==> config.mk <==
export PLATFORM = sky130hd
export DESIGN_NAME = ac_link_frame_gen
export DESIGN_NICKNAME = d
export VERILOG_FILES = /design/src/rtl/aclk_pkg.sv /design/src/rtl/aclk_rst_sync.sv /design/src/rtl/aclk_frame_timer.sv /design/src/rtl/aclk_tx_shifter.sv /design/src/rtl/aclk_rx_capture.sv /design/src/rtl/ac_link_frame_gen.sv
export SDC_FILE = /design/constraint.sdc
export NUM_CORES = 1
export LEC_CHECK = 0
export BUFFER_PORTS_ARGS = -buffer_cell sky130_fd_sc_hd__buf_2
export CAP_MARGIN = 20
export CORE_MARGIN = 2
export CORE_UTILIZATION = 54
export CTS_CLUSTER_SIZE = 12
export DETAILED_ROUTE_END_ITERATION = 8
export PLACE_DENSITY_LB_ADDON = 0.25
export SLEW_MARGIN = 25
export SYNTH_ARGS = -nofsm -noshare
export SYNTH_HDL_FRONTEND = slang
export SYNTH_SLANG_ARGS = --single-unit
==> constraint.sdc <==
create_clock -name bit_clk -period 32 [get_ports bit_clk]
set_input_delay 6.4 -clock bit_clk [delete_from_list [all_inputs] [get_ports bit_clk]]
set_output_delay 6.4 -clock bit_clk [all_outputs]
set_load 0.01 [all_outputs]
==> src/rtl/aclk_pkg.sv <==
package aclk_pkg;

  localparam int unsigned DEF_TAG_W     = 16;
  localparam int unsigned DEF_SLOT_W    = 20;
  localparam int unsigned DEF_NUM_SLOTS = 12;

  // Phase of the frame: inside the tag slot or inside a data slot.
  typedef enum logic {
    PH_TAG  = 1'b0,
    PH_DATA = 1'b1
  } aclk_phase_e;

  function automatic int unsigned frame_len(input int unsigned tag_w,
                                            input int unsigned slot_w,
                                            input int unsigned n_slots);
    return tag_w + n_slots * slot_w;
  endfunction

endpackage

==> src/rtl/aclk_rst_sync.sv <==
module aclk_rst_sync #(
  parameter int unsigned STAGES = 2
) (
  input  logic clk,
  input  logic arst_n,
  output logic rst_n_o
);

  logic [STAGES-1:0] pipe_q;

  always_ff @(posedge clk or negedge arst_n) begin
    if (!arst_n) begin
      pipe_q <= '0;
    end else begin
      pipe_q <= {pipe_q[STAGES-2:0], 1'b1};
    end
  end

  assign rst_n_o = pipe_q[STAGES-1];

endmodule

==> src/rtl/aclk_frame_timer.sv <==
module aclk_frame_timer
  import aclk_pkg::*;
#(
  parameter  int unsigned TAG_W      = DEF_TAG_W,
  parameter  int unsigned SLOT_W     = DEF_SLOT_W,
  parameter  int unsigned NUM_SLOTS  = DEF_NUM_SLOTS,
  parameter  int unsigned SYNC_HIGH  = TAG_W,
  localparam int unsigned FRAME_BITS = frame_len(TAG_W, SLOT_W, NUM_SLOTS),
  localparam int unsigned CNT_W      = $clog2(FRAME_BITS),
  localparam int unsigned SLOT_IDX_W = $clog2(NUM_SLOTS + 1)
) (
  input  logic                  clk,
  input  logic                  rst_n,
  output logic [CNT_W-1:0]      bit_pos,
  output logic [SLOT_IDX_W-1:0] slot_idx,
  output logic                  sync,
  output logic                  frame_start,
  output logic                  wrap
);

  localparam int unsigned SBIT_W = $clog2(((TAG_W > SLOT_W) ? TAG_W : SLOT_W) + 1);

  localparam logic [CNT_W-1:0]      LAST_C    = CNT_W'(FRAME_BITS - 1);
  localparam logic [CNT_W-1:0]      CNT_ONE   = CNT_W'(1);
  localparam logic [CNT_W:0]        SYNC_C    = (CNT_W + 1)'(SYNC_HIGH);
  localparam logic [SBIT_W-1:0]     TAG_LAST  = SBIT_W'(TAG_W - 1);
  localparam logic [SBIT_W-1:0]     SLOT_LAST = SBIT_W'(SLOT_W - 1);
  localparam logic [SBIT_W-1:0]     SBIT_ONE  = SBIT_W'(1);
  localparam logic [SLOT_IDX_W-1:0] SLOT_ONE  = SLOT_IDX_W'(1);
  localparam logic [SLOT_IDX_W-1:0] SLOT_MAX  = SLOT_IDX_W'(NUM_SLOTS);

  logic [CNT_W-1:0]      cnt_q,   cnt_d;
  logic [SLOT_IDX_W-1:0] slot_q,  slot_d;
  logic [SBIT_W-1:0]     sbit_q,  sbit_d;
  aclk_phase_e           phase_q, phase_d;
  logic                  sync_q,  sync_d;
  logic                  start_q, start_d;
  logic                  cnt_wrap;
  logic                  slot_end;

  // Next-state logic
  always_comb begin
    cnt_wrap = (cnt_q == LAST_C);
    cnt_d    = cnt_wrap ? '0 : (cnt_q + CNT_ONE);

    slot_end = (phase_q == PH_TAG) ? (sbit_q == TAG_LAST) : (sbit_q == SLOT_LAST);
    slot_d   = slot_q;
    sbit_d   = sbit_q + SBIT_ONE;
    phase_d  = phase_q;
    if (cnt_wrap) begin
      slot_d  = '0;
      sbit_d  = '0;
      phase_d = PH_TAG;
    end else if (slot_end) begin
      slot_d  = slot_q + SLOT_ONE;
      sbit_d  = '0;
      phase_d = PH_DATA;
    end

    sync_d  = ({1'b0, cnt_d} < SYNC_C);
    start_d = cnt_wrap;
  end

  // State registers
  always_ff @(posedge clk or negedge rst_n) begin
    if (!rst_n) begin
      cnt_q   <= LAST_C;
      slot_q  <= SLOT_MAX;
      sbit_q  <= SLOT_LAST;
      phase_q <= PH_DATA;
      sync_q  <= 1'b0;
      start_q <= 1'b0;
    end else begin
      cnt_q   <= cnt_d;
      slot_q  <= slot_d;
      sbit_q  <= sbit_d;
      phase_q <= phase_d;
      sync_q  <= sync_d;
      start_q <= start_d;
    end
  end

  assign bit_pos     = cnt_q;
  assign slot_idx    = slot_q;
  assign sync        = sync_q;
  assign frame_start = start_q;
  assign wrap        = cnt_wrap;

  // Bit position advances by one per rising edge
  p_bitpos_step_r1: assert property (@(posedge clk) disable iff (!rst_n)
    (cnt_q != LAST_C) |=> (cnt_q == ($past(cnt_q) + CNT_ONE)));

  p_bitpos_wrap_r1: assert property (@(posedge clk) disable iff (!rst_n)
    (cnt_q == LAST_C) |=> (cnt_q == '0));

  // SYNC window follows the bit position
  p_sync_window_r2: assert property (@(posedge clk) disable iff (!rst_n)
    sync_q == ({1'b0, cnt_q} < SYNC_C));

  p_sync_rise_r2: assert property (@(posedge clk) disable iff (!rst_n)
    $rose(sync_q) |-> (cnt_q == '0));

  // Frame strobe only at position zero and never twice in a row
  p_start_pos_r3: assert property (@(posedge clk) disable iff (!rst_n)
    start_q |-> (cnt_q == '0));

  p_start_pulse_r3: assert property (@(posedge clk) disable iff (!rst_n)
    start_q |=> !start_q);

  // Tag slot coincides with the first TAG_W positions
  p_slot_tag_r9: assert property (@(posedge clk) disable iff (!rst_n)
    (slot_q == '0) == ({1'b0, cnt_q} < (CNT_W + 1)'(TAG_W)));

endmodule

==> src/rtl/aclk_tx_shifter.sv <==
module aclk_tx_shifter #(
  parameter int unsigned FRAME_BITS = 256
) (
  input  logic                  clk,
  input  logic                  rst_n,
  input  logic                  load,
  input  logic [FRAME_BITS-1:0] tx_frame,
  output logic                  sdata_out
);

  logic [FRAME_BITS-1:0] sh_q, sh_d;
  logic                  shift_en;

  always_comb begin
    shift_en = !load;
    sh_d     = sh_q;
    if (load) begin
      sh_d = tx_frame;
    end else if (shift_en) begin
      sh_d = {sh_q[FRAME_BITS-2:0], 1'b0};
    end
  end

  always_ff @(posedge clk or negedge rst_n) begin
    if (!rst_n) begin
      sh_q <= '0;
    end else begin
      sh_q <= sh_d;
    end
  end

  assign sdata_out = sh_q[FRAME_BITS-1];

  // First bit on the line after a load is the frame MSB
  p_first_bit_r4: assert property (@(posedge clk) disable iff (!rst_n)
    load |=> (sdata_out == $past(tx_frame[FRAME_BITS-1])));

endmodule

==> src/rtl/aclk_rx_capture.sv <==
module aclk_rx_capture #(
  parameter int unsigned FRAME_BITS = 256
) (
  input  logic                  clk,
  input  logic                  rst_n,
  input  logic                  sdata_in,
  input  logic                  frame_end,
  output logic [FRAME_BITS-1:0] rx_frame,
  output logic                  rx_valid
);

  logic                  smp_q;
  logic [FRAME_BITS-1:0] sh_q, sh_d;
  logic [FRAME_BITS-1:0] frm_q, frm_d;
  logic                  armed_q, armed_d;
  logic                  valid_q, valid_d;
  logic                  frm_en;

  // Falling-edge sample of the serial line
  always_ff @(negedge clk or negedge rst_n) begin
    if (!rst_n) begin
      smp_q <= 1'b0;
    end else begin
      smp_q <= sdata_in;
    end
  end

  always_comb begin
    sh_d    = {sh_q[FRAME_BITS-2:0], smp_q};
    frm_en  = frame_end && armed_q;
    frm_d   = frm_en ? sh_d : frm_q;
    valid_d = frm_en;
    armed_d = armed_q | frame_end;
  end

  always_ff @(posedge clk or negedge rst_n) begin
    if (!rst_n) begin
      sh_q    <= '0;
      frm_q   <= '0;
      armed_q <= 1'b0;
      valid_q <= 1'b0;
    end else begin
      sh_q    <= sh_d;
      frm_q   <= frm_d;
      armed_q <= armed_d;
      valid_q <= valid_d;
    end
  end

  assign rx_frame = frm_q;
  assign rx_valid = valid_q;

  // Valid is a single-cycle pulse and the frame holds between pulses
  p_valid_pulse_r7: assert property (@(posedge clk) disable iff (!rst_n)
    valid_q |=> !valid_q);

  p_frame_hold_r7: assert property (@(posedge clk) disable iff (!rst_n)
    !valid_q |-> $stable(frm_q));

  // No hand-over before a whole frame has been seen
  p_valid_armed_r8: assert property (@(posedge clk) disable iff (!rst_n)
    valid_q |-> $past(armed_q));

endmodule

==> src/rtl/ac_link_frame_gen.sv <==
module ac_link_frame_gen
  import aclk_pkg::*;
#(
  parameter  int unsigned TAG_W      = DEF_TAG_W,
  parameter  int unsigned SLOT_W     = DEF_SLOT_W,
  parameter  int unsigned NUM_SLOTS  = DEF_NUM_SLOTS,
  parameter  int unsigned SYNC_HIGH  = TAG_W,
  localparam int unsigned FRAME_BITS = frame_len(TAG_W, SLOT_W, NUM_SLOTS),
  localparam int unsigned CNT_W      = $clog2(FRAME_BITS),
  localparam int unsigned SLOT_IDX_W = $clog2(NUM_SLOTS + 1)
) (
  input  logic                  bit_clk,
  input  logic                  rst_n,
  input  logic [FRAME_BITS-1:0] tx_frame,
  input  logic                  sdata_in,
  output logic                  sync,
  output logic                  sdata_out,
  output logic                  frame_start,
  output logic [CNT_W-1:0]      bit_pos,
  output logic [SLOT_IDX_W-1:0] slot_idx,
  output logic [FRAME_BITS-1:0] rx_frame,
  output logic                  rx_valid
);

  logic rst_n_s;
  logic wrap;

  aclk_rst_sync #(
    .STAGES (2)
  ) u_rst_sync (
    .clk     (bit_clk),
    .arst_n  (rst_n),
    .rst_n_o (rst_n_s)
  );

  aclk_frame_timer #(
    .TAG_W     (TAG_W),
    .SLOT_W    (SLOT_W),
    .NUM_SLOTS (NUM_SLOTS),
    .SYNC_HIGH (SYNC_HIGH)
  ) u_timer (
    .clk         (bit_clk),
    .rst_n       (rst_n_s),
    .bit_pos     (bit_pos),
    .slot_idx    (slot_idx),
    .sync        (sync),
    .frame_start (frame_start),
    .wrap        (wrap)
  );

  aclk_tx_shifter #(
    .FRAME_BITS (FRAME_BITS)
  ) u_tx (
    .clk       (bit_clk),
    .rst_n     (rst_n_s),
    .load      (wrap),
    .tx_frame  (tx_frame),
    .sdata_out (sdata_out)
  );

  aclk_rx_capture #(
    .FRAME_BITS (FRAME_BITS)
  ) u_rx (
    .clk       (bit_clk),
    .rst_n     (rst_n_s),
    .sdata_in  (sdata_in),
    .frame_end (wrap),
    .rx_frame  (rx_frame),
    .rx_valid  (rx_valid)
  );

endmodule

* Word-level counts from Yosys, hierarchy flattened
Index checks and enable logic that the tools add are counted.
** Word-level totals
- Register bits :: 792
- Output and inout bits :: 272
** Cells by class
- Add/sub/neg operators :: 3
- $lt $le $gt $ge :: 1
- Equality and inequality tests :: 3
- Muxes and demuxes :: 9
- Bitwise logic cells :: 1
- Reductions and logical operators :: 2
** Operator list (number)
- 256-bit 2-to-1 mux :: 1
- 5-bit 2-to-1 mux :: 2
- 8-bit by 1-bit adder with 8-bit output, second input constant :: 1
- 8-bit == test, second input constant :: 1
- 8-bit by 5-bit less-than comparator with 1-bit output, second input constant :: 1
- 4-bit 2-to-1 mux :: 2
- 8-bit 2-to-1 mux :: 1
- 5-bit by 1-bit adder with 5-bit output, second input constant :: 1
- 5-bit by 4-bit == test with 1-bit output, second input constant :: 1
- 5-bit == test, second input constant :: 1
- 4-bit by 1-bit adder with 4-bit output, second input constant :: 1
- 1-bit 2-to-1 mux :: 3
- 2-bit nonzero test :: 1
- 1-bit logical AND :: 1
- 1-bit OR :: 1

* Logic depth before layout (Yosys ltp)
Gate-level depths: netlist of run 1.
- Word-level depth :: 4
- Gate-level depth with buffers :: 10
- Depth with buffers taken out :: 6

* Cells and area by module
From an unflattened synthesis of run 1, not the netlist that was laid out.
** Unflattened totals
- Cell total of the unflattened synthesis :: 1426
- Area total of the unflattened synthesis :: 27571.4 sq um
** By module, submodules not included
- aclk_rx_capture :: instances 1, cells an instance 801, area an instance 16938.7 sq um, sequential area each 12862.3 sq um
- aclk_tx_shifter :: instances 1, cells an instance 540, area an instance 9589.2 sq um, sequential area each 6406.1 sq um
- aclk_frame_timer :: instances 1, cells an instance 82, area an instance 989.7 sq um, sequential area each 518.0 sq um
- aclk_rst_sync :: instances 1, cells an instance 3, area an instance 53.8 sq um, sequential area each 50.0 sq um

==> results.py, run 1 <==
metrics = {
    "status": {
        "status": "complete, no violations",
    },
    "timing": {
        "skew_ps": 23.0,
        "fin_tns_setup_ps": 0,
        "final_hold_viol_count": 0,
        "finalMaxSlewViolations": 0,
        "setup_viol_count_final": 0,
        "worst_pin_slew_ps": 916,
        "maxSlewHeadroom": 0.390,
        "grt_setup_unrepaired": "false",
    },
    "setup_path": {
        "slowest_stage": "buf_2",
        "r2r-start": "u_rx.smp_q",
        "slowest_delay_ps": 120,
        "cp_top_family": "buffers and inverters",
        "cp-startpoint": "sdata_in",
        "worst_setup_path_start_kind": "primary input",
        "r2r_end": "u_rx.rx_frame[0]",
        "path_class": "primary input to register",
        "crit_fanout": 1,
        "reg2reg_depth": 1,
        "path_buf_inv": 1,
        "path_cells": "buf_2",
        "critPathCaptureType": "register",
        "required_ps": 16420,
        "worstPathArrival_ps": 6520,
        "ff2ff_setup_slack_ps": 15270,
    },
    "die": {
        "die_w_um": 226,
        "dieArea_um2": 51000,
        "die_h_um": 226,
        "initial_core_util": 0.545,
        "ios": 531,
        "num_rows": 81,
        "core_um2": 48700,
    },
    "run": {
        "cap_violations": 0,
    },
    "route": {
        "vias": 15800,
        "wl_per_cell_um": 17.8,
        "drc_errors": 0,
        "wl_um": 57200,
        "firstDrtPassIters": 5,
        "dr.first_iter.drc_count": 1008,
        "routed_via_density": 4.91,
        "ant_nets": 0,
    },
    "synthesis": {
        "synth_ff_type": "dfrtp_1",
        "ys_seq_area_frac": 0.747,
        "avgSynthCellArea_um2": 13.6,
        "synth_seq_cells": 792,
        "syn_nets": 2221,
        "syn_area_um2": 26600,
        "synth_top_area_frac": 0.732,
        "ys_top_cells_by_area": "dfrtp_1 (73%), nand2_1 (11%), mux2_1 (8.9%)",
        "ys_async_sr_fraction": 1.00,
        "synth_top_cell_by_area": "dfrtp_1",
        "synthCells": 1959,
        "synth_edf_count": 0,
        "ys_warn_count": 0,
        "synth.distinct_cells": 33,
    },
    "finish": {
        "syn2layout_area_growth_pct": 20.4,
        "mostFrequentLayoutCells": "dfrtp_1 (776), nand2_1 (769), buf_2 (530)",
        "final_common_cell": "dfrtp_1",
        "layout-drive-gt1-share": 0.278,
        "final_nets": 2761,
    },
    "power_and_ir_drop": {
        "peakVddDrop_mv": 0.0409,
        "power_mw": 1.88,
        "p_per_area_nw_per_um2": 58.7,
        "leakagePower_nw": 18.5,
    },
    "grt": {
        "grtUsageMet1": 0.294,
        "top_usage_layer": "met2",
        "use_met3": 0.0775,
        "grt_pass1_vias": 16600,
        "grt_usage": 0.228,
        "grt_antenna_before_repair": 27,
        "grt_pass1_wl_um": 89600,
        "overflow": 0,
        "globalRouteMet2Util": 0.358,
        "grt_max_degree": 187,
    },
    "placement": {
        "dp_hpwl_um": 37700,
        "place_congestion": 0.880,
        "io_buffers": 530,
    },
    "clock_network": {
        "cts_setup_buffers": 0,
        "cts_hold_buffers": 0,
        "clock_sinks": 792,
        "clock_path_buffers": 3,
        "clk_latency_ps": 600,
        "cts_tree": "built",
        "ctsResizeCount": 0,
        "cts-buffers-inserted": 79,
        "clk_pin_slew_ps": 60,
        "cts_htree_levels": 3,
        "clk_root_buffer_cell": "clkbuf_16",
    },
    "hold_path": {
        "min_path_type": "register to asynchronous set/reset pin",
    },
}
cell usage after synthesis (all sizes together), types with 2 or more instances:
master	n
dfrtp	777
nand2	769
mux2	256
buf	52
clkbuf	35
dfstp	14
nor2	11
nand3	7
xor2	7
and2	4
ha	3
o211ai	3
xnor2	3
a21oi	2
mux2i	2
nor4bb	2
per-stage QoR:
stage / util / instances / hold WS [ps] / worst slack, ps / area [µm²]
after global placement: 0.607 / 3081 / 316 / 9320 / 29600
after global routing: 0.656 / 3213 / 366 / 9930 / 32000
after detailed placement: 0.607 / 3081 / 332 / 9320 / 29600
after CTS: 0.654 / 3201 / 339 / 9930 / 31900
final: 0.656 / 3218 / 319 / 9900 / 32000
after floorplan: - / 1959 / 331 / 3500 / 26600
worst max-delay path by stage:
stage	end	slack, ps	depth (start not counted)
CTS	u_rx.smp_q	9930	1
global route	u_rx.smp_q	9930	1
floorplan	u_rx.smp_q	3500	0
global placement	u_rx.smp_q	9320	1
detailed placement	u_rx.smp_q	9320	1
finish	u_rx.smp_q	9900	1
cell type report:
| class | instances | area [µm²] |
|---|---|---|
| inverter | 1 | 8.76 |
| antenna | 16 | 40.0 |
| timing repair buffer | 546 | 2840 |
| clock buffer | 110 | 2180 |
| multi-input combinational | 1079 | 6140 |
| clock inverter | 10 | 95.1 |
| fill | 3603 | 16800 |
| sequential | 792 | 19800 |
| tap | 664 | 831 |
state kept, by name, indices dropped and copies added (netlist names), 2 cells and up:
name and cells:
u_rst_sync.pipe_q 2, u_rx.rx_frame 256, u_rx.sh_q 255, u_timer.bit_pos 8, u_timer.sbit_q 5, u_timer.slot_idx 4
u_tx.sh_q 256
kinds of logic after synthesis:
logic type	count (synthesis)	synth area share
and+or+nand+nor	800	0.115
DFF	792	0.747
muxes	258	0.109
buffers and inverters	88	0.0219
xor gates and xnor gates	10	0.00330
AOI/OAI and AO/OA	7	0.00170
adders and majority gates	3	0.00141
other	1	0.000141
report_power, final:
group / leakage [nW] / switching, mW / internal (mW)
registers: 10.9 / 0.00288 / 1.01
clock network: 1.10 / 0.356 / 0.478
logic: 6.56 / 0.0229 / 0.0127
total: 18.5 / 0.381 / 1.50
routing by layer:
metal / vias to the layer above / share of wire
met1: 7923 / 0.41
li1: 7295 / -
met2: 446 / 0.48
met3: 128 / 0.076
met5: - / 0.0024
met4: 20 / 0.035
Power figures use the tool's default switching activity.
==> run 2, diff against run 1 <==
==> constraint.sdc (replaced) <==
create_clock -name bit_clk -period 22.9 [get_ports bit_clk]
set_input_delay 4.58 -clock bit_clk [delete_from_list [all_inputs] [get_ports bit_clk]]
set_output_delay 4.58 -clock bit_clk [all_outputs]
set_load 0.01 [all_outputs]
==> run 2 against run 1 <==
Global-route usage hardly changed. Clock power increased by 44%. Sequential cell count stayed put. Sequential share of layout area fell by 0.29 points. Sequential power is 40% higher. Wire length grew 0.22%. Via count increased by 0.35%. Non-clock buffer count is 1 higher. Total power grew 42%. Critical path depth unchanged.
==> results.py, run 2 (same netlist as run 1, synthesis figures left out) <==
metrics = {
    "finish": {
        "final_nets": 2763,
        "fillers": 3549,
        "final_common_cell": "dfrtp_1",
        "stdcell_count": 3231,
        "mostFrequentLayoutCells": "dfrtp_1 (776), nand2_1 (769), buf_2 (530)",
        "layout-drive-gt1-share": 0.279,
        "syn2layout_area_growth_pct": 21.0,
    },
    "clock_network": {
        "cts_hold_buffers": 0,
        "cts_htree_levels": 3,
        "clk_pin_slew_ps": 60,
        "cts_tree": "built",
        "cts-buffers-inserted": 80,
        "clk_root_buffer_cell": "clkbuf_16",
        "clock_path_buffers": 3,
        "clk_latency_ps": 610,
        "cts_setup_buffers": 0,
        "ctsResizeCount": 0,
        "clock_sinks": 792,
    },
    "timing": {
        "final_hold_viol_count": 0,
        "finalMaxSlewViolations": 0,
        "setup_viol_count_final": 0,
        "worst_slack_ps": 7220,
        "fin_tns_setup_ps": 0,
        "grt_setup_unrepaired": "false",
        "worst_pin_slew_ps": 970,
        "maxSlewHeadroom": 0.353,
        "skew_ps": 25.0,
    },
    "die": {
        "dieArea_um2": 51000,
        "num_rows": 81,
        "die_h_um": 226,
        "core_um2": 48700,
        "ios": 531,
        "die_w_um": 226,
        "initial_core_util": 0.545,
    },
    "placement": {
        "dp_slack_ps": 6620,
        "io_buffers": 530,
        "place_congestion": 0.864,
        "placed_cells": 3081,
        "dp_hpwl_um": 37800,
    },
    "setup_path": {
        "critPathCaptureType": "register",
        "path_cells": "buf_2",
        "worstPathArrival_ps": 4670,
        "cp_top_family": "buffers and inverters",
        "slowest_stage": "buf_2",
        "path_class": "primary input to register",
        "path_buf_inv": 1,
        "slowest_delay_ps": 90,
        "worst_setup_path_start_kind": "primary input",
        "crit_fanout": 1,
        "required_ps": 11890,
    },
    "run": {
        "cap_violations": 0,
    },
    "status": {
        "status": "complete, no violations",
    },
    "power_and_ir_drop": {
        "leakagePower_nw": 18.6,
        "power_mw": 2.66,
        "p_per_area_nw_per_um2": 82.8,
        "peakVddDrop_mv": 0.0594,
    },
    "grt": {
        "grt_usage": 0.228,
        "grt_max_degree": 262,
        "grt_pass1_vias": 16600,
        "grt_pass1_wl_um": 89600,
        "grt_antenna_before_repair": 28,
        "overflow": 0,
    },
    "route": {
        "drc_errors": 0,
        "vias": 15900,
        "dr.first_iter.drc_count": 789,
        "routed_via_density": 4.91,
        "wl_per_cell_um": 17.7,
        "wl_um": 57300,
        "ant_nets": 0,
        "firstDrtPassIters": 5,
    },
    "hold_path": {
        "min_path_type": "register to register",
    },
}
## run 2: cell types whose count changed in the layout (fill, tap and decap cells not counted)
cell / before / now
inv_6: 5 / 3
clkinv_2: 3 / 5
clkinvlp_4: 2 / 0
clkbuf_1: 25 / 30
buf_16: 1 / 2
clkinv_8: 0 / 4
buf_6: 7 / 5
buf_4: 6 / 8
clkbuf_8: 4 / 9
## run 2: report_power, final
part	internal (mW)	switching [mW]
Clock	0.692	0.508
Sequential	1.40	0.00438
Combinational	0.0176	0.0314
Total	2.11	0.544
## run 2: worst paths after layout
kind	start	end	slack, ps	cells past startpoint
worst max-delay path	sdata_in	u_rx.smp_q	7220	1
worst max register to register	u_rst_sync.pipe_q[1]	u_rx.smp_q	10670	0
worst min-delay path	u_rst_sync.pipe_q[0]	u_rst_sync.pipe_q[1]	360	0
max in group asynchronous	u_rst_sync.pipe_q[1]	u_rx.smp_q	10670	0
worst min register to register	u_rst_sync.pipe_q[0]	u_rst_sync.pipe_q[1]	360	0
min in group asynchronous	u_rst_sync.pipe_q[1]	u_tx.sh_q[140]	400	0
## run 2: cell type report
type                    count  area (µm²)  share of cell area
well taps                 664         831              0.0259
clock inverters            12         138             0.00428
flip-flops and latches    792       19800               0.618
repair buffers            547        2860              0.0892
diodes                     16        40.0             0.00125
clock buffers             120        2260              0.0705
multi-input cells        1079        6140               0.191
inverters                   1        8.76            0.000273
## run 2: stage by stage
step | area (µm²) | hold slack (ps) | util
CTS | 32000 | 359 | 0.657
global route | 32100 | 370 | 0.659
finish | 32100 | 358 | 0.659
global placement | 29600 | 341 | 0.607
detailed placement | 29600 | 345 | 0.607
floorplan | 26600 | 331 | -
## run 2: metal layers
metal  global-route usage  share of wire  vias to the layer above
li1                     -              -                     7313
met1                0.290           0.41                     7961
met2                0.359           0.48                      441
met3               0.0838          0.078                      131
met4               0.0872          0.034                       22
met5                    0         0.0023                        -
